[src/rtl/dma_chan_pkg.sv]
package dma_chan_pkg;
  localparam int REG_AW = 3;

  typedef enum logic [REG_AW-1:0] {
    RA_CTRL = 3'd0,
    RA_STAT = 3'd1,
    RA_CSRC = 3'd2,
    RA_CDST = 3'd3,
    RA_CCNT = 3'd4,
    RA_RSRC = 3'd5,
    RA_RDST = 3'd6,
    RA_RCNT = 3'd7
  } reg_addr_e;

  // control register, bit 0 at the right
  typedef struct packed {
    logic end_en;    // bit 5
    logic irq_en;    // bit 4
    logic dst_rld;   // bit 3
    logic src_rld;   // bit 2
    logic auto_off;  // bit 1
    logic en;        // bit 0
  } ctrl_t;

  localparam int CTRL_W = $bits(ctrl_t);

  typedef enum logic [1:0] {
    ST_IDLE = 2'd0,
    ST_RCMD = 2'd1,
    ST_RRSP = 2'd2,
    ST_WR   = 2'd3
  } eng_state_e;
endpackage

[src/rtl/dma_chan_regs.sv]
module dma_chan_regs
  import dma_chan_pkg::*;
#(
  parameter int ADDR_W = 32,
  parameter int DATA_W = 32,
  parameter int CNT_W  = 16,
  parameter int REG_W  = 32
) (
  input  logic              clk,
  input  logic              rst_n,
  input  logic              wr_en,
  input  logic [REG_AW-1:0] addr,
  input  logic [REG_W-1:0]  wdata,
  output logic [REG_W-1:0]  rdata,
  input  logic              beat_done,
  output logic              xfer_done,
  output ctrl_t             ctrl,
  output logic              done_flag,
  output logic [ADDR_W-1:0] cur_src,
  output logic [ADDR_W-1:0] cur_dst,
  output logic [CNT_W-1:0]  cur_cnt
);
  localparam int BEAT_B = DATA_W / 8;

  logic [ADDR_W-1:0] rld_src, rld_dst;
  logic [CNT_W-1:0]  rld_cnt, cnt_next;

  function automatic logic hit(input logic [REG_AW-1:0] a, input reg_addr_e r);
    return a == r;
  endfunction

  assign cnt_next  = (cur_cnt <= CNT_W'(BEAT_B)) ? '0 : cur_cnt - CNT_W'(BEAT_B);
  assign xfer_done = beat_done && (cnt_next == '0);

  always_ff @(posedge clk) begin
    if (!rst_n) begin
      ctrl <= '0;
    end else begin
      if (wr_en && hit(addr, RA_CTRL)) ctrl <= ctrl_t'(wdata[CTRL_W-1:0]);
      if (xfer_done && ctrl.auto_off) ctrl.en <= 1'b0;
    end
  end

  always_ff @(posedge clk) begin
    if (!rst_n)                                      done_flag <= 1'b0;
    else if (xfer_done)                              done_flag <= 1'b1;
    else if (wr_en && hit(addr, RA_STAT) && wdata[0]) done_flag <= 1'b0;
  end

  always_ff @(posedge clk) begin
    if (!rst_n) begin
      cur_src <= '0;
      cur_dst <= '0;
      cur_cnt <= '0;
    end else if (beat_done) begin
      cur_src <= (xfer_done && ctrl.src_rld) ? rld_src : cur_src + ADDR_W'(BEAT_B);
      cur_dst <= (xfer_done && ctrl.dst_rld) ? rld_dst : cur_dst + ADDR_W'(BEAT_B);
      cur_cnt <= xfer_done ? rld_cnt : cnt_next;
    end else if (wr_en) begin
      if (hit(addr, RA_CSRC)) cur_src <= wdata[ADDR_W-1:0];
      if (hit(addr, RA_CDST)) cur_dst <= wdata[ADDR_W-1:0];
      if (hit(addr, RA_CCNT)) cur_cnt <= wdata[CNT_W-1:0];
    end
  end

  always_ff @(posedge clk) begin
    if (!rst_n) begin
      rld_src <= '0;
      rld_dst <= '0;
      rld_cnt <= '0;
    end else if (wr_en) begin
      if (hit(addr, RA_RSRC)) rld_src <= wdata[ADDR_W-1:0];
      if (hit(addr, RA_RDST)) rld_dst <= wdata[ADDR_W-1:0];
      if (hit(addr, RA_RCNT)) rld_cnt <= wdata[CNT_W-1:0];
    end
  end

  always_comb begin
    unique case (reg_addr_e'(addr))
      RA_CTRL: rdata = REG_W'(ctrl);
      RA_STAT: rdata = REG_W'(done_flag);
      RA_CSRC: rdata = REG_W'(cur_src);
      RA_CDST: rdata = REG_W'(cur_dst);
      RA_CCNT: rdata = REG_W'(cur_cnt);
      RA_RSRC: rdata = REG_W'(rld_src);
      RA_RDST: rdata = REG_W'(rld_dst);
      RA_RCNT: rdata = REG_W'(rld_cnt);
      default: rdata = '0;
    endcase
  end

  AST_FLAG_ON_DONE: assert property (@(posedge clk) disable iff (!rst_n)
    xfer_done |=> done_flag);
  AST_AUTO_OFF: assert property (@(posedge clk) disable iff (!rst_n)
    (xfer_done && ctrl.auto_off) |=> !ctrl.en);
  AST_CNT_RELOAD: assert property (@(posedge clk) disable iff (!rst_n)
    xfer_done |=> (cur_cnt == $past(rld_cnt)));
  AST_SRC_RELOAD: assert property (@(posedge clk) disable iff (!rst_n)
    (xfer_done && ctrl.src_rld) |=> (cur_src == $past(rld_src)));
  AST_DST_RELOAD: assert property (@(posedge clk) disable iff (!rst_n)
    (xfer_done && ctrl.dst_rld) |=> (cur_dst == $past(rld_dst)));
endmodule

[src/rtl/dma_chan_engine.sv]
module dma_chan_engine
  import dma_chan_pkg::*;
#(
  parameter int ADDR_W = 32,
  parameter int DATA_W = 32
) (
  input  logic              clk,
  input  logic              rst_n,
  input  logic              en,
  input  logic              req,
  input  logic              cnt_nz,
  input  logic [ADDR_W-1:0] src,
  input  logic [ADDR_W-1:0] dst,
  output logic              rd_cmd_valid,
  input  logic              rd_cmd_ready,
  output logic [ADDR_W-1:0] rd_cmd_addr,
  input  logic              rd_rsp_valid,
  output logic              rd_rsp_ready,
  input  logic [DATA_W-1:0] rd_rsp_data,
  output logic              wr_valid,
  input  logic              wr_ready,
  output logic [ADDR_W-1:0] wr_addr,
  output logic [DATA_W-1:0] wr_data,
  output logic              beat_done
);
  eng_state_e        state;
  logic [ADDR_W-1:0] src_q, dst_q;
  logic [DATA_W-1:0] data_q;

  always_ff @(posedge clk) begin
    if (!rst_n) begin
      state  <= ST_IDLE;
      src_q  <= '0;
      dst_q  <= '0;
      data_q <= '0;
    end else begin
      unique case (state)
        ST_IDLE: if (en && req && cnt_nz) begin
          src_q <= src;
          dst_q <= dst;
          state <= ST_RCMD;
        end
        ST_RCMD: if (rd_cmd_ready) state <= ST_RRSP;
        ST_RRSP: if (rd_rsp_valid) begin
          data_q <= rd_rsp_data;
          state  <= ST_WR;
        end
        ST_WR:   if (wr_ready) state <= ST_IDLE;
        default: state <= ST_IDLE;
      endcase
    end
  end

  assign rd_cmd_valid = (state == ST_RCMD);
  assign rd_cmd_addr  = src_q;
  assign rd_rsp_ready = (state == ST_RRSP);
  assign wr_valid     = (state == ST_WR);
  assign wr_addr      = dst_q;
  assign wr_data      = data_q;
  assign beat_done    = wr_valid && wr_ready;

  AST_RD_HOLD: assert property (@(posedge clk) disable iff (!rst_n)
    (rd_cmd_valid && !rd_cmd_ready) |=> (rd_cmd_valid && $stable(rd_cmd_addr)));
  AST_WR_HOLD: assert property (@(posedge clk) disable iff (!rst_n)
    (wr_valid && !wr_ready) |=> (wr_valid && $stable(wr_addr) && $stable(wr_data)));
  AST_START_GATED: assert property (@(posedge clk) disable iff (!rst_n)
    $rose(rd_cmd_valid) |-> ($past(en) && $past(req) && $past(cnt_nz)));
endmodule

[src/rtl/dma_chan_endctl.sv]
module dma_chan_endctl (
  input  logic clk,
  input  logic rst_n,
  input  logic xfer_done,
  input  logic end_en,
  input  logic irq_en,
  input  logic done_flag,
  output logic end_pulse,
  output logic irq
);
  always_ff @(posedge clk) begin
    if (!rst_n) end_pulse <= 1'b0;
    else        end_pulse <= xfer_done && end_en;
  end

  assign irq = done_flag && irq_en;

  AST_END_ONE_CYCLE: assert property (@(posedge clk) disable iff (!rst_n)
    end_pulse |=> !end_pulse);
  AST_END_NEEDS_FLAG: assert property (@(posedge clk) disable iff (!rst_n)
    end_pulse |-> done_flag);
endmodule

[src/rtl/dma_chan_ctl.sv]
module dma_chan_ctl
  import dma_chan_pkg::*;
#(
  parameter int ADDR_W = 32,
  parameter int DATA_W = 32,
  parameter int CNT_W  = 16,
  parameter int REG_W  = 32
) (
  input  logic              clk,
  input  logic              rst_n,
  input  logic              reg_wr,
  input  logic [REG_AW-1:0] reg_addr,
  input  logic [REG_W-1:0]  reg_wdata,
  output logic [REG_W-1:0]  reg_rdata,
  input  logic              xfer_req,
  output logic              rd_cmd_valid,
  input  logic              rd_cmd_ready,
  output logic [ADDR_W-1:0] rd_cmd_addr,
  input  logic              rd_rsp_valid,
  output logic              rd_rsp_ready,
  input  logic [DATA_W-1:0] rd_rsp_data,
  output logic              wr_valid,
  input  logic              wr_ready,
  output logic [ADDR_W-1:0] wr_addr,
  output logic [DATA_W-1:0] wr_data,
  output logic              end_pulse,
  output logic              irq
);
  ctrl_t             ctrl;
  logic              done_flag, beat_done, xfer_done;
  logic [ADDR_W-1:0] cur_src, cur_dst;
  logic [CNT_W-1:0]  cur_cnt;

  dma_chan_regs #(
    .ADDR_W(ADDR_W), .DATA_W(DATA_W), .CNT_W(CNT_W), .REG_W(REG_W)
  ) regs_i (
    .clk(clk), .rst_n(rst_n),
    .wr_en(reg_wr), .addr(reg_addr), .wdata(reg_wdata), .rdata(reg_rdata),
    .beat_done(beat_done), .xfer_done(xfer_done),
    .ctrl(ctrl), .done_flag(done_flag),
    .cur_src(cur_src), .cur_dst(cur_dst), .cur_cnt(cur_cnt)
  );

  dma_chan_engine #(.ADDR_W(ADDR_W), .DATA_W(DATA_W)) eng_i (
    .clk(clk), .rst_n(rst_n),
    .en(ctrl.en), .req(xfer_req), .cnt_nz(cur_cnt != '0),
    .src(cur_src), .dst(cur_dst),
    .rd_cmd_valid(rd_cmd_valid), .rd_cmd_ready(rd_cmd_ready), .rd_cmd_addr(rd_cmd_addr),
    .rd_rsp_valid(rd_rsp_valid), .rd_rsp_ready(rd_rsp_ready), .rd_rsp_data(rd_rsp_data),
    .wr_valid(wr_valid), .wr_ready(wr_ready), .wr_addr(wr_addr), .wr_data(wr_data),
    .beat_done(beat_done)
  );

  dma_chan_endctl endctl_i (
    .clk(clk), .rst_n(rst_n),
    .xfer_done(xfer_done), .end_en(ctrl.end_en), .irq_en(ctrl.irq_en),
    .done_flag(done_flag), .end_pulse(end_pulse), .irq(irq)
  );
endmodule

[config.mk]
export PLATFORM = sky130hd
export DESIGN_NAME = dma_chan_ctl
export DESIGN_NICKNAME = d
export VERILOG_FILES = /design/src/rtl/dma_chan_pkg.sv /design/src/rtl/dma_chan_regs.sv /design/src/rtl/dma_chan_engine.sv /design/src/rtl/dma_chan_endctl.sv /design/src/rtl/dma_chan_ctl.sv
export SDC_FILE = /design/constraint.sdc
export NUM_CORES = 1
export LEC_CHECK = 0
export ABC_AREA = 1
export BUFFER_PORTS_ARGS = -buffer_cell sky130_fd_sc_hd__buf_2
export CORE_MARGIN = 3
export CORE_UTILIZATION = 35
export CTS_CLUSTER_SIZE = 16
export DETAILED_ROUTE_END_ITERATION = 10
export SYNTH_ARGS = -nofsm -noshare
export SYNTH_HDL_FRONTEND = slang
export SYNTH_SLANG_ARGS = --single-unit
[constraint.sdc]
create_clock -name clk -period 3.17 [get_ports clk]
set_clock_uncertainty 0.15 [all_clocks]
set_input_delay 0.1585 -clock clk [delete_from_list [all_inputs] [get_ports clk]]
set_output_delay 0.1585 -clock clk [all_outputs]
set_load 0.005 [all_outputs]
---- Word-level counts from Yosys, hierarchy flattened ----
Index checks and enable logic that the tools add are counted.
cells by class
  equal/unequal tests ..................... 14
  multiplexer cells ....................... 21
  order comparisons ....................... 1
  bitwise gates (word level) .............. 1
  add/sub/neg operators ................... 3
  reduce and logical (&&, ||, !) cells .... 31
operators by type and width
  operator               number
  $mux 32                8
  $pmux 32 s8            1
  $mux 16                5
  $add 32x3->32 const B  2
  $le 16x3->1 const B    1
  $logic_not 16->1       1
  $reduce_and 2->1       8
  $reduce_bool 16->1     1
  $sub 16x3->16 const B  1
  $eq 3x3->1 const B     4
  $logic_and 1x1->1      12
  $reduce_bool 2->1      5
  $mux 2                 4
  $pmux 2 s4             1
  $eq 3x2->1 const B     2
  $eq 2x2->1 const B     2
  $ne 2x1->1 const B     2
  $ne 2x2->1 const B     2
  $reduce_and 4->1       1
  $eq 3x1->1 const B     1
  $logic_not 3->1        1
  $eq 2x1->1 const B     1
  $logic_not 2->1        1
  $mux 1                 2
  other kinds (2)        2
storage, ports and cells
  register bits after elaboration ......... 266

---- Longest topological paths before layout ----
  depth in word-level cells ............... 7
  mapped depth ............................ 17
  depth with buffers taken out ............ 16

---- Cells and area by module ----
Synthesis repeated with hierarchy kept, for this count alone.
second synthesis, totals
  cells, all modules ...................... 2105
  area total of the unflattened synthesis .. 14256.2 µm²
modules (own cells, without submodules)
  module           times used  cells an instance  area each (µm²)  sequential area each (µm²)
  dma_chan_regs    1           1632               10545.1          3343.2
  dma_chan_engine  1           452                3613.5           1961.9
  dma_chan_ctl     1           15                 56.3             0.0
  dma_chan_endctl  1           6                  41.3             20.0

---- Worst setup path before layout ----
OpenSTA, ideal clock, no wires.
  path kind ............................... register to register
  from .................................... register regs_i.cur_cnt[2]
  to ...................................... register regs_i.cur_src[25]
  path slack .............................. 0.934 ns
  stages on the path, launching flop included .. 17
  clock period less this slack ............ 2.236 ns
  path buffers ............................ 3
  data required time ...................... 2.901 ns
  arrival ................................. 1.966 ns
  cell sequence ........................... dfxtp_1 -> inv_1 -> ha_1 -> inv_1 -> nand2_1 -> nand3_4 -> buf_6 -> o21ai_2 -> inv_2 -> nor2_2 -> nand2_2 -> nor2_8 -> buf_6 -> buf_6 -> nand4_1 -> nand3_1 -> a21oi_1
between the ends
  cells in the longest elaborated chain, start to end .. 7
ends and longest elaborated chain
  what                                                 RTL line             text
  from (decl)                                          dma_chan_regs.sv:21  output logic [CNT_W-1:0] cur_cnt
  from (signal assigned)                               dma_chan_regs.sv:58  cur_cnt <= xfer_done ? rld_cnt : cnt_next;
  from (signal assigned)                               dma_chan_regs.sv:62  if (hit(addr, RA_CCNT)) cur_cnt <= wdata[CNT_W-1:0];
  $sub 16x3->16 / $le 16x3->1 (equally long branches)  dma_chan_regs.sv:32  assign cnt_next = (cur_cnt <= CNT_W'(BEAT_B)) ? '0 : cur_cnt - CNT_W'(BEAT_B);
  $mux 16 *                                            dma_chan_regs.sv:32
  $logic_not 16->1 *                                   dma_chan_regs.sv:33  assign xfer_done = beat_done && (cnt_next == '0);
  $logic_and 1x1->1 *                                  dma_chan_regs.sv:33
  $logic_and 1x1->1 *                                  dma_chan_regs.sv:56  cur_src <= (xfer_done && ctrl.src_rld) ? rld_src : cur_src + ADDR_W'(BEAT_B);
  $mux 32 *                                            dma_chan_regs.sv:56
  $mux 32 *                                            dma_chan_regs.sv:55  end else if (beat_done) begin
  to (signal assigned)                                 dma_chan_regs.sv:56
  to (signal assigned)                                 dma_chan_regs.sv:60  if (hit(addr, RA_CSRC)) cur_src <= wdata[ADDR_W-1:0];
  to (decl)                                            dma_chan_regs.sv:19  output logic [ADDR_W-1:0] cur_src,
Every way passes the cells marked *; elsewhere a longest branch is shown, timed or not.
A chain may end at the register's enable or synchronous reset.

---- Final worst setup path ----
  from .................................... register regs_i.cur_cnt[2]
  to ...................................... register regs_i.cur_src[8]
Same word-level chain as after synthesis.

==> run metrics <==
status completed; Syn Area/Cell 6.78 sq um; sequential-to-total area share from yosys stat 37.9%; mux contribution to synthesized area 0%; internal power 6.64 mW; sequential share of power 39.4%; Slew Viols, Final 0; Top delay family on crit path simple AND/OR/NAND/NOR gates; number of flops mapped to enable cells by yosys 0; CTS tree yes; crit-path cells inv_1, ha_1, inv_1, nand2_1, nand3_4, nand3_1, nand3_1, nor2_4, buf_4, nand4_1, nand3_1, a21oi_1; setup ws final 0.247 ns; main combinational cell family by area after synthesis simple AND/OR/NAND/NOR gates; CP Launch Type flip-flop; most frequent cells in the layout 284 x inv_1, 266 x dfxtp_1, 262 x o21ai_0; HP Class in2reg; number of global-route vias before repair 15300; synth warn 0; DR vias/cell 5.46; XOR/XNOR Fraction of Synth Area 3.43%; initial cell density of the core 35.9%; synth top area cells dfxtp_1 38%, o21ai_0 9.4%, a21oi_1 8.4%; period utilization 92.2%; CP max stage delay 0.42 ns; synthesized instance count 2072; port bufs 206; Max Fclk 342 MHz; CP Capture Type flip-flop; clk slew on worst S/H paths 0.06 ns; die width 206 microns; share of the synthesized area in the top cell type 37.9%; Area Overhead vs Synth 26.6%; Final Wtd Congestion 0.962; Buf+Inv Stages, Crit Path 3; final setup vio count 0; worst skew pair latency 0.60 ns; Most used DFF post-synth dfxtp_1; Max Cap Viol 0; Post-Synth Adder-Cell Area 0.712%; pre-CTS setup slack 0.323 ns; Synth area leader dfxtp_1; largest net degree at the start of global routing 95; most common cell after layout, fill and taps aside inv_1; row count 72; slowest CP cell buf_4; Die Ht 206 microns; Crit path top cell by count nand3_1; Tmin final 2.92 ns; initial antenna violation count 2; root buf cell clkbuf_16; synthesized net count 2154; setup bufs post-CTS 0; die area 42600 sq um; Comb pwr share 21.4%; clk sinks 266; first-pass GRT wire length 89000 microns; # nets final 2418; total power 9.82 mW; post-synthesis cell type count 41; Req. time, crit path 3.51 ns; H-tree levels 1; simple-gate share of the synthesized area 23.6%; clock share of power 39.2%; worst slew pin tran 0.978 ns; Pleak 7.49 nW; share of cells above drive strength 1 14.8%; RSZ-0062 raised after global routing no; drt wl/cell 20.2 microns; sw frac 32.5%; DRC 0; Ports 207; crit path DAT 3.26 ns; Relative slew margins 34.8%; Placeable Area 39200 sq um; first drt pass iteration count 6; Seq cells post-synth 266; Worst Path Max Fanout 33; total CTS buffers 31; via count 15700; DR iter-0 viols 1839; mapped cell area 14100 sq um; hold violation total from the final report 0; Psw 3.19 mW; Crit Path Category reg2reg; Peak VDD IR 0.471 mV; Final ANT Viol Nets 0; Total GRT Usage 26.6%; complex-gate fraction of the synthesized area 22.7%; ys async rst share 0%; maximum buffer depth of the clock tree 3; drt total wl 58200 microns; Setup TNS Final 0 ns; Pwr per Cell Area 552 nW/um^2; gr ovfl total 0; HPWL after DPL 39600 microns
-- worst reg2reg max path: cells and delay by family (launching register included) --
kind,cells,cell delay (ns)
fa+ha+maj,1,0.28
simple gates,7,1.34
compound gates,1,0.07
flops,1,0.35
buf+inv,3,0.64
-- registers in the layout, indices dropped and copies added, names as in the netlist --
| signal | count |
|---|---|
| regs_i.cur_cnt | 16 |
| eng_i.wr_data | 32 |
| regs_i.done_flag | 1 |
| regs_i.ctrl | 6 |
| eng_i.wr_addr | 32 |
| regs_i.rld_src | 32 |
| regs_i.cur_src | 32 |
| regs_i.cur_dst | 32 |
| regs_i.rld_dst | 32 |
| regs_i.rld_cnt | 16 |
| eng_i.rd_cmd_addr | 32 |
| eng_i.state | 2 |
| endctl_i.end_pulse | 1 |
-- worst paths after layout --
| kind | to | from | slack, ns | cells after the start |
|---|---|---|---|---|
| min | eng_i.rd_cmd_addr[0]$_SDFFE_PN0P_ | xfer_req | 0.07 | 5 |
| max reg2reg | regs_i.cur_src[8]$_SDFFE_PN0P_ | regs_i.cur_cnt[2]$_SDFFE_PN0P_ | 0.25 | 12 |
| min reg2reg | eng_i.wr_addr[18]$_SDFFE_PN0P_ | eng_i.wr_addr[18]$_SDFFE_PN0P_ | 0.29 | 2 |
| max | regs_i.cur_src[8]$_SDFFE_PN0P_ | regs_i.cur_cnt[2]$_SDFFE_PN0P_ | 0.25 | 12 |
-- cell usage after synthesis (2+ instances only) --
master	instances
dfxtp_1	266
nor2_4	2
a211oi_1	2
xnor2_1	13
o211ai_1	10
a21oi_1	235
ha_1	8
o22ai_1	21
nand4_1	78
nor2_2	9
nor2_1	239
xor2_1	42
buf_6	5
buf_1	12
inv_1	284
nand4_2	2
a22oi_1	27
o221ai_1	20
nor4_1	3
nand3_1	116
nand3b_1	10
nand2_1	230
nor3_2	2
and2_1	3
buf_2	12
o21ai_0	263
inv_2	3
clkbuf_1	103
buf_4	2
nor3_1	26
nand2_2	6
a221oi_1	9
-- cell families (layout without fill, tap and decap cells) --
family,Yosys count,after routing
XOR/XNOR,55,55
AO/OA/AOI/OAI,590,590
buffers and inverters,421,706
flip-flops,266,266
AND/OR/NAND/NOR,732,732
adder cells (fa/ha/maj),8,8
other,0,1
-- power groups by stage --
stage               combinational, mW  clock [mW]  sequential (mW)
floorplan                        1.26           0             3.84
global placement                 1.94           0             3.92
detailed placement               1.94           0             3.92
CTS                              2.07        3.91             3.85
global route                     2.35        4.04             3.89
finish                           2.11        3.85             3.87
-- metal layers --
metal | GRT usage [%] | part of all wire (%) | up-vias | wire length (microns)
met5 | 0 | 0.033 | - | 19
met4 | 10.6 | 3.9 | 4 | 2250
met3 | 5.86 | 10 | 146 | 5800
met2 | 39.7 | 42 | 794 | 24400
met1 | 37.2 | 44 | 7330 | 25800
li1 | - | - | 7433 | -
-- per-stage QoR --
stage | hold slack [ns] | utilization, % | cells | area, sq um
2_1_floorplan | 0.143 | - | 2072 | 14100
3_3_place_gp | 0.257 | 40.1 | 2719 | 15700
3_5_place_dp | 0.267 | 40.1 | 2719 | 15700
4_1_cts | 0.0886 | 45.4 | 2875 | 17800
5_1_grt | 0.109 | 45.4 | 2875 | 17800
6_report | 0.0743 | 45.4 | 2876 | 17800
-- cell type report --
class,count,area (sq um)
fillers,3963,21400
multi-input cells,1385,7130
flip-flops and latches,266,5330
repair buffers,365,2540
inverters,287,1080
clock buffers,38,842
well taps,518,648
clock inverters,16,231
diodes,1,2.50
-- what timing repair did --
| item | in CTS | in global routing |
|---|---|---|
| gates resized for setup | 0 | 1 |
| endpoints found under the hold margin | 221 | 0 |
| hold buffers | 102 | 0 |
| endpoints found under the setup margin | 0 | 2 |
Power figures use the tool's default switching activity.
